===== config.mk =====
export PLATFORM = sky130hd
export DESIGN_NAME = dual_sum_cla_slice
export DESIGN_NICKNAME = d
export VERILOG_FILES = /design/src/rtl/dsc_pkg.sv /design/src/rtl/dsc_bit_cell.sv /design/src/rtl/dsc_prefix_tree.sv /design/src/rtl/dsc_carry_pair.sv /design/src/rtl/dual_sum_cla_slice.sv
export SDC_FILE = /design/constraint.sdc
export NUM_CORES = 1
export LEC_CHECK = 0
export BUFFER_PORTS_ARGS = -buffer_cell sky130_fd_sc_hd__buf_2
export CORE_AREA = 4 4 41 43
export DETAILED_ROUTE_END_ITERATION = 6
export DIE_AREA = 0 0 45 47
export GPL_TIMING_DRIVEN = 0
export SLEW_MARGIN = 20
export SYNTH_ARGS = -nofsm -noshare
export SYNTH_HDL_FRONTEND = slang
export SYNTH_HIERARCHICAL = 1
export SYNTH_SLANG_ARGS = --single-unit

===== constraint.sdc =====
create_clock -name vclk -period 1.4
set_input_delay 0.14 -clock vclk [all_inputs]
set_output_delay 0.14 -clock vclk [all_outputs]
set_load 0.01 [all_outputs]

===== src/rtl/dsc_pkg.sv =====
package dsc_pkg;
  // Form of the block propagate term exported to the circular carry network
  typedef enum logic {
    PROP_XOR = 1'b0,  // AND of operand XORs: carry-in passes, never also generated
    PROP_OR  = 1'b1   // AND of operand ORs: cheaper transfer term, may overlap generate
  } prop_form_e;
endpackage


===== src/rtl/dsc_bit_cell.sv =====
module dsc_bit_cell (
  input  logic a_i,
  input  logic b_i,
  output logic g_o,
  output logic p_o
);
  assign g_o = a_i & b_i;
  assign p_o = a_i ^ b_i;

  // a bit cannot both generate and (XOR-)propagate
  always_comb begin
    assert_bit_gp_excl_R4: assert (!(g_o && p_o))
      else $error("bit generate and propagate both set");
  end
endmodule


===== src/rtl/dsc_prefix_tree.sv =====
module dsc_prefix_tree #(
  parameter int W = 4
) (
  input  logic [W-1:0] g_i,
  input  logic [W-1:0] p_i,
  output logic [W-1:0] grp_g_o,  // generate of bits [i:0]
  output logic [W-1:0] grp_p_o   // propagate of bits [i:0]
);
  localparam int LV = (W > 1) ? $clog2(W) : 1;

  logic [LV:0][W-1:0] gl;
  logic [LV:0][W-1:0] pl;

  assign gl[0] = g_i;
  assign pl[0] = p_i;

  for (genvar k = 0; k < LV; k++) begin : g_lvl
    localparam int D = 1 << k;
    for (genvar i = 0; i < W; i++) begin : g_bit
      if (i >= D) begin : g_merge
        assign gl[k+1][i] = gl[k][i] | (pl[k][i] & gl[k][i-D]);
        assign pl[k+1][i] = pl[k][i] & pl[k][i-D];
      end else begin : g_pass
        assign gl[k+1][i] = gl[k][i];
        assign pl[k+1][i] = pl[k][i];
      end
    end
  end

  assign grp_g_o = gl[LV];
  assign grp_p_o = pl[LV];

  // with XOR propagates, a group never both generates and propagates
  always_comb begin
    assert_grp_excl_R3: assert ((grp_g_o & grp_p_o) == '0)
      else $error("group generate and propagate overlap");
  end
endmodule


===== src/rtl/dsc_carry_pair.sv =====
module dsc_carry_pair #(
  parameter int W = 4
) (
  input  logic [W-1:0] grp_g_i,
  input  logic [W-1:0] grp_p_i,
  output logic [W-1:0] c0_o,  // carry into each bit, incoming carry 0
  output logic [W-1:0] c1_o   // carry into each bit, incoming carry 1
);
  assign c0_o[0] = 1'b0;
  assign c1_o[0] = 1'b1;
  for (genvar i = 1; i < W; i++) begin : g_cin
    assign c0_o[i] = grp_g_i[i-1];
    assign c1_o[i] = grp_g_i[i-1] | grp_p_i[i-1];
  end

  // raising the incoming carry can only add carries, never remove them
  always_comb begin
    assert_carry_mono_R2: assert ((c0_o & ~c1_o) == '0)
      else $error("carry with cin=0 set where cin=1 carry clear");
  end
endmodule


===== src/rtl/dual_sum_cla_slice.sv =====
module dual_sum_cla_slice #(
  parameter int                  W         = 4,
  parameter dsc_pkg::prop_form_e PROP_FORM = dsc_pkg::PROP_XOR
) (
  input  logic [W-1:0] a_i,
  input  logic [W-1:0] b_i,
  output logic [W-1:0] sum_c0_o,
  output logic [W-1:0] sum_c1_o,
  output logic         blk_gen_o,
  output logic         blk_prop_o
);
  logic [W-1:0] bit_g;
  logic [W-1:0] bit_p;
  logic [W-1:0] grp_g;
  logic [W-1:0] grp_p;
  logic [W-1:0] cin0;
  logic [W-1:0] cin1;
  logic [W-1:0] sum_diff;

  for (genvar i = 0; i < W; i++) begin : g_cell
    dsc_bit_cell u_cell (
      .a_i (a_i[i]),
      .b_i (b_i[i]),
      .g_o (bit_g[i]),
      .p_o (bit_p[i])
    );
  end

  dsc_prefix_tree #(.W(W)) u_tree (
    .g_i     (bit_g),
    .p_i     (bit_p),
    .grp_g_o (grp_g),
    .grp_p_o (grp_p)
  );

  dsc_carry_pair #(.W(W)) u_carry (
    .grp_g_i (grp_g),
    .grp_p_i (grp_p),
    .c0_o    (cin0),
    .c1_o    (cin1)
  );

  assign sum_c0_o  = bit_p ^ cin0;
  assign sum_c1_o  = bit_p ^ cin1;
  assign blk_gen_o = grp_g[W-1];
  assign sum_diff  = sum_c0_o ^ sum_c1_o;

  if (PROP_FORM == dsc_pkg::PROP_OR) begin : g_prop_or
    assign blk_prop_o = &(a_i | b_i);
    // OR-form propagate covers every case the XOR form flags
    always_comb begin
      assert_or_covers_xor_R5: assert (!grp_p[W-1] || blk_prop_o)
        else $error("OR propagate clear while XOR propagate set");
    end
  end else begin : g_prop_xor
    assign blk_prop_o = grp_p[W-1];
    // XOR-form block propagate and block generate are exclusive
    always_comb begin
      assert_blk_excl_R4: assert (!(blk_gen_o && blk_prop_o))
        else $error("block generate and XOR propagate both set");
    end
  end

  // the two candidates differ in a contiguous run of low bits
  always_comb begin
    assert_sum_run_R1: assert (sum_diff[0] && ((sum_diff & (sum_diff + 1'b1)) == '0))
      else $error("candidate sums do not differ by a low carry run");
    assert_sum_step_R2: assert (sum_c1_o == sum_c0_o + 1'b1)
      else $error("cin=1 sum is not cin=0 sum plus one");
  end
endmodule


* Yosys cells after proc, flatten, opt, wreduce, memory -nomap -nowiden
Cells that the tools add are included.
** Word-level totals
- Output and inout bits :: 10
- Input port bits :: 8
- Register bits after elaboration :: 0
- Logic and storage cells :: 28
** Operators by class
- Bitwise operators :: 28
** Operator list (count)
- 1-bit AND :: 14
- 1-bit OR :: 8
- 4-bit bitwise XOR :: 2
- 1-bit bitwise XOR :: 4

* Logic depth before layout (Yosys ltp)
Gate-level depths: netlist (run 1).
- Depth after elaboration :: 6
- Gate-level depth with buffers :: 5

* Hierarchy
Netlist (run 1), hierarchy kept.
** By module, submodules not included
- dual_sum_cla_slice :: times used 1, area an instance 70.1 µm², sequential area each 0.0 µm², cells each 8
- dsc_prefix_tree :: times used 1, area an instance 68.8 µm², sequential area each 0.0 µm², cells each 9
- dsc_carry_pair :: times used 1, area an instance 63.8 µm², sequential area each 0.0 µm², cells each 10
- dsc_bit_cell :: times used 4, area an instance 12.5 µm², sequential area each 0.0 µm², cells each 1

* Least setup slack after synthesis (run 1)
No wires, ideal clock.
- Path kind :: input to output
- Start :: input a_i[1]
- End :: output sum_c1_o[3]
- Cell stages on the path :: 5
- Required time :: 1260 ps
- Arrival :: 1331 ps
- Path buffers :: 0
- Slack :: -71 ps
- Cell sequence :: ha_1 a21o_1 a21o_2 or2_1 xor2_1
** Between the ends
- Word-level cells in the longest chain between the ends :: 6
- Elaborated cells on any way between the ends :: 10
** RTL lines
- start: declaration :: RTL line dual_sum_cla_slice.sv:5 : input logic [W-1:0] a_i,
- 1-bit AND or 1-bit bitwise XOR (tied branches) :: RTL line dsc_bit_cell.sv:7, dsc_bit_cell.sv:8
- 1-bit AND, on equally long branches :: RTL line dsc_prefix_tree.sv:21, dsc_prefix_tree.sv:22
- 1-bit OR or 1-bit AND (tied branches) :: RTL line dsc_prefix_tree.sv:21 : assign gl[k+1][i] = gl[k][i] | (pl[k][i] & gl[k][i-D]);
- 1-bit OR * :: RTL line dsc_prefix_tree.sv:21
- via grp_g[2] :: RTL line dual_sum_cla_slice.sv:14 : logic [W-1:0] grp_g;
- 1-bit OR * :: RTL line dsc_carry_pair.sv:13 : assign c1_o[i] = grp_g_i[i-1] | grp_p_i[i-1];
- via cin1[3] :: RTL line dual_sum_cla_slice.sv:17 : logic [W-1:0] cin1;
- 4-bit bitwise XOR * :: RTL line dual_sum_cla_slice.sv:44 : assign sum_c1_o = bit_p ^ cin1;
- end: declaration :: RTL line dual_sum_cla_slice.sv:8 : output logic [W-1:0] sum_c1_o,
Mark *: on every way through the listed nets, which the timed path passes. The rest lies on a longest branch.

* Worst setup path in the final report (run 1)
- Start :: input b_i[1]
- End :: output sum_c1_o[3]
** Between the ends
- Word-level cells in the longest chain between the ends :: 6
- Elaborated cells on any way between the ends :: 10
** RTL lines
- start: declaration :: RTL line dual_sum_cla_slice.sv:6 : input logic [W-1:0] b_i,
- 1-bit bitwise XOR :: RTL line dsc_bit_cell.sv:8 : assign p_o = a_i ^ b_i;
- via bit_p[1] :: RTL line dual_sum_cla_slice.sv:13 : logic [W-1:0] bit_p;
- 1-bit AND :: RTL line dsc_prefix_tree.sv:22 : assign pl[k+1][i] = pl[k][i] & pl[k][i-D];
- 1-bit AND :: RTL line dsc_prefix_tree.sv:21
- 1-bit OR :: RTL line dsc_prefix_tree.sv:21
- via grp_g[2] :: RTL line dual_sum_cla_slice.sv:14
- 1-bit OR :: RTL line dsc_carry_pair.sv:13
- via cin1[3] :: RTL line dual_sum_cla_slice.sv:17
- 4-bit bitwise XOR :: RTL line dual_sum_cla_slice.sv:44
The timed path passes the listed nets, and every way through them passes these cells.

==> flow_summary_export.csv, run 1 <==
group,metric,value,unit
global_route,met2_usage,0.0960,
drt,via_per_inst,3.70,
yosys,synthDominantCellAreaShare,0.277,
sta,hold_slack,0.718,ns
yosys,yosysSeqAreaShare,0,
yosys,synthesis.area,253,µm²
power,power_density,515,nW/µm²
final_layout,clock_buffers,0,
drt,vias,244,
worst_setup_path,criticalPathCategory,"input pin to output pin",
placed_design,dp_cells,64,
sta,fin_crit,1.47,ns
run_status,violations,"negative setup slack",
yosys,yosysTopAreaCell,"xor2_1",
sta,grt_setup_unrepaired,"yes",
worst_setup_path,cp_cell_sequence,"buf_6, ha_4, a21o_1, a21o_2, or2_1, xor2_2, buf_2",
drt,ant_nets,0,
run_status,status,"complete, but fails checks",
worst_setup_path,end_kind,"output pin",
floorplanning,ioPinCount,18,
sta,hold_viol,0,
sta,finalMaxSlewViolations,0,
drt,wl_per_cell,8.83,µm
final_layout,layout.nets,65,
worst_setup_path,max_stage_delay,0.23,ns
worst_setup_path,path_depth,7,
yosys,ys_warn_count,6,
drt,dr.pass1.iters,1,
floorplanning,start_util,0.194,
drt,wl,583,µm
placed_design,portBuffers,18,
worst_setup_path,slowest_stage,"ha_4",
global_route,grt_util_all_layers,0.0559,
sta,fmax,679,MHz
placed_design,routabilityCongestion,0.651,
floorplanning,num_rows,13,
yosys,yosys-top-cells-area,"xor2_1, buf_4, ha_1",
yosys,postSynthAreaPerCell,8.15,µm²
final_layout,area_delta_synth_final,69.3,%
floorplanning,die_h,47,µm
global_route,grt_pass1_vias,247,
final_layout,drive_above_1_share,0.667,
drt,drt_iter0_drc,0,
yosys,synth_cell_types,11,
global_route,met3_usage,0.00766,
global_route,grt_pass1_wl,952,µm
global_route,use_met1,0.0788,
global_route,grt.busiest_layer,"met2",
worst_setup_path,crit_buf_inv,2,
floorplanning,dieArea,2120,µm²
final_layout,seq_cell_count,0,
final_layout,layout.cells.non_filler,66,
power,total_power,220,µW
sta,setup_viol,2,
min_path,worstHoldStart,"b_i[0]",
min_path,hold_end,"sum_c1_o[0]",
worst_setup_path,arrival,1.33,ns
floorplanning,die_x,45,µm
power,p_leak,0.000240,µW
placed_design,dp.final_hpwl,459,µm
min_path,whs_path_depth,4,
worst_setup_path,crit_family,"compound AO/OA/AOI/OAI gates",
worst_setup_path,cp-start-kind,"input pin",
power,ir_worst_vdd,0.000192,V
worst_setup_path,cp.required,1.26,ns
final_layout,fillCellCount,153,
global_route,grt_max_degree,6,
sta,setup_slack,-0.0720,ns
yosys,synth_nets,43,
clocking,holdBufCountCts,0,
global_route,antenna_found_initial,0,
run,maxCapViolCount,0,
worst_setup_path,crit_fanout,2,
drt,post-route-drc-count,0,
global_route,overflow,0,
min_path,hold_path_class,"input pin to output pin",
final_layout,mostFrequentLayoutCell,"buf_2",
final_layout,layout_common_cells,"buf_2, buf_4, xor2_1",
yosys,postSynthCellCount,31,
floorplanning,core,1300,µm²
sta,min_period_over_period,1.05,
final_layout,diodes,0,
final_layout,seqCellArea,0,µm²
[logic make-up after synthesis]
logic type,share of synthesized area
buffers and inverters,0.208
AOI/OAI and AO/OA,0.129
xor gates and xnor gates,0.277
other,0.0297
adders and majority gates,0.198
and+or+nand+nor,0.158
[Yosys cell counts]
library cell	number
ha_1	4
and2_1	1
and2_2	1
xor2_1	8
a21o_1	2
buf_4	7
and3_2	1
conb_1	2
or2_1	3
a31o_1	1
a21o_2	1
[power breakdown]
part / total, µW / internal, µW / switching, µW / leakage [µW]
combinational: 220 / 119 / 101 / 0.000240
sequential: 0 / 0 / 0 / 0
clock: 0 / 0 / 0 / 0
total: 220 / 119 / 101 / 0.000240
[layout make-up]
class	count	area, µm²	share of cell area
multi-input cells	24	245	0.573
plain buffers	7	52.6	0.123
well taps	15	18.8	0.0439
repair buffers	20	111	0.260
[repair_timing]
action | in CTS | in global routing
gates resized for setup | 3 | 0
setup endpoints to repair | 3 | 3
pin swaps | 4 | 2
buffers inserted | 2 | 0
[through the flow]
stage                     utilization  TNS, ns  instance area (µm²)  setup WS (ns)
after floorplan                     -        0                  273         0.0723
final                           0.329  -0.0880                  428        -0.0720
after CTS                       0.329   -0.140                  428         -0.103
after detailed placement        0.293   -0.395                  382         -0.209
after global placement          0.293   -0.390                  382         -0.208
after global routing            0.329   -0.245                  428         -0.124
[worst max-delay path by stage]
| stage | endpoint | slack [ns] | from |
|---|---|---|---|
| finish | sum_c1_o[3] | -0.07 | b_i[1] |
| global route | sum_c1_o[3] | -0.12 | b_i[1] |
| CTS | sum_c1_o[3] | -0.10 | b_i[1] |
| detailed placement | sum_c1_o[3] | -0.21 | a_i[1] |
| global placement | sum_c1_o[3] | -0.21 | a_i[1] |
| floorplan | sum_c1_o[3] | 0.07 | a_i[1] |
[routing by layer]
layer  part of all wire  vias up
li1                   -      131
met4                  0        0
met2               0.44       12
met1               0.44      101
met5                  0        -
met3               0.12        0
(Power assumes the default switching activity.)
==> run 2, diff against run 1 <==
--- a/config.mk
+++ b/config.mk
@@ -5,11 +5,12 @@
 export SDC_FILE = /design/constraint.sdc
 export NUM_CORES = 1
 export LEC_CHECK = 0
-export BUFFER_PORTS_ARGS = -buffer_cell sky130_fd_sc_hd__buf_2
-export CORE_AREA = 4 4 41 43
+export BUFFER_PORTS_ARGS = -buffer_cell sky130_fd_sc_hd__buf_4
+export CORE_AREA = 3 3 40 42
 export DETAILED_ROUTE_END_ITERATION = 6
-export DIE_AREA = 0 0 45 47
+export DIE_AREA = 0 0 43 45
 export GPL_TIMING_DRIVEN = 0
+export SETUP_SLACK_MARGIN = 0.4
 export SLEW_MARGIN = 20
 export SYNTH_ARGS = -nofsm -noshare
 export SYNTH_HDL_FRONTEND = slang
==> flow_summary_export.csv, run 2 (synthesis results as in run 1) <==
group,metric,value,unit
final_layout,layout.nets,67,
floorplanning,die_x,43,µm
sta,finalMaxSlewViolations,0,
drt,wl_per_cell,7.74,µm
sta,grt_setup_unrepaired,"yes",
floorplanning,ioPinCount,18,
final_layout,area_delta_synth_final,111,%
worst_setup_path,max_stage_delay,0.23,ns
min_path,hold_path_class,"input pin to output pin",
global_route,grt_max_degree,6,
power,p_leak,0.000274,µW
floorplanning,dieArea,1940,µm²
sta,setup-tns-final,-0.165,ns
worst_setup_path,crit_family,"compound AO/OA/AOI/OAI gates",
drt,via_per_inst,3.63,
final_layout,drive_above_1_share,0.774,
floorplanning,die_h,45,µm
sta,hold_viol,0,
final_layout,seqCellArea,0,µm²
drt,wl_met3,26,µm
final_layout,layout_common_cells,"buf_4, buf_6, xor2_1",
global_route,grt_pass1_vias,211,
worst_setup_path,arrival,1.34,ns
drt,wl_met1,197,µm
sta,fmax,677,MHz
sta,fin_crit,1.48,ns
power,ir_worst_vdd,0.000161,V
run,maxCapViolCount,0,
drt,dr.pass1.iters,2,
final_layout,diodes,0,
drt,post-route-drc-count,0,
floorplanning,core,1280,µm²
worst_setup_path,slowest_stage,"ha_4",
drt,wl_met2,303,µm
worst_setup_path,cp_cell_sequence,"buf_6, ha_4, a21o_1, a21o_2, or2_4, xor2_2, buf_4",
final_layout,seq_cell_count,0,
sta,setup_viol,3,
run_status,violations,"negative setup slack",
global_route,grt_pass1_wl,800,µm
worst_setup_path,cp.required,1.26,ns
drt,drt_iter0_drc,1,
final_layout,clock_buffers,0,
floorplanning,num_rows,13,
placed_design,dp.final_hpwl,458,µm
run_status,status,"complete, but fails checks",
worst_setup_path,criticalPathCategory,"input pin to output pin",
global_route,grt_util_all_layers,0.0490,
worst_setup_path,cp-start-kind,"input pin",
worst_setup_path,crit_fanout,2,
drt,ant_nets,0,
global_route,overflow,0,
drt,vias,247,
power,total_power,286,µW
floorplanning,start_util,0.197,
sta,setup_slack,-0.0768,ns
power,power_density,535,nW/µm²
drt,wl,526,µm
worst_setup_path,end_kind,"output pin",
placed_design,routabilityCongestion,0.571,
worst_setup_path,crit_buf_inv,2,
global_route,antenna_found_initial,0,
placed_design,portBuffers,18,
drt,highest_layer,"met3",
sta,min_period_over_period,1.05,
final_layout,mostFrequentLayoutCell,"buf_4",
## run 2: cell count changes in the layout (fill, tap and decap cells not counted), sizes merged
| cell | previous run | this run |
|---|---|---|
| buf | 27 | 29 |
## run 2: per-layer routing
metal / vias up / global-route usage
met2: 5 / 0.0898
met4: 0 / 0
met5: - / 0
met3: 0 / 0
met1: 106 / 0.0695
li1: 136 / -
## run 2: area by class of cell
cell class                      instances  area [µm²]
Tap cell                               15        18.8
Buffer                                  7        63.8
Multi-Input combinational cell         24         268
Fill cell                             126         751
Timing Repair Buffer                   22         184
## run 2: per-stage QoR
stage / setup slack (ns) / area (µm²) / hold WS [ns] / std cells / util
after global routing: -0.117 / 534 / 0.744 / 68 / 0.416
after floorplan: 0.0978 / 303 / 0.497 / 31 / -
after detailed placement: -0.190 / 457 / 0.713 / 64 / 0.355
final: -0.0768 / 534 / 0.723 / 68 / 0.416
after global placement: -0.184 / 457 / 0.714 / 64 / 0.355
after CTS: -0.115 / 518 / 0.778 / 68 / 0.403
## run 2: tightest hold or removal path, delay by kind of cell
family / cells / cell delay, ns
buf+inv: 2 / 0.22
fa+ha+maj: 1 / 0.16
xor+xnor: 1 / 0.07
## run 2: power breakdown
| group | switching (µW) | internal [µW] | total, µW |
|---|---|---|---|
| combinational | 109 | 177 | 286 |
| clock | 0 | 0 | 0 |
| sequential | 0 | 0 | 0 |
## run 2: path summary, 6_finish.rpt
path | slack (ns) | from | cells after the start | end
min | 0.72 | b_i[2] | 4 | sum_c1_o[2]
max | -0.08 | b_i[1] | 7 | sum_c1_o[3]
## run 2: what timing repair did
action,4_1_cts,5_1_grt
endpoints found under the hold margin,0,0
setup endpoints to repair,8,10
pin swaps,6,3
gates cloned,0,0
hold buffers,0,0
gates resized for setup,9,3
buffers inserted,4,0
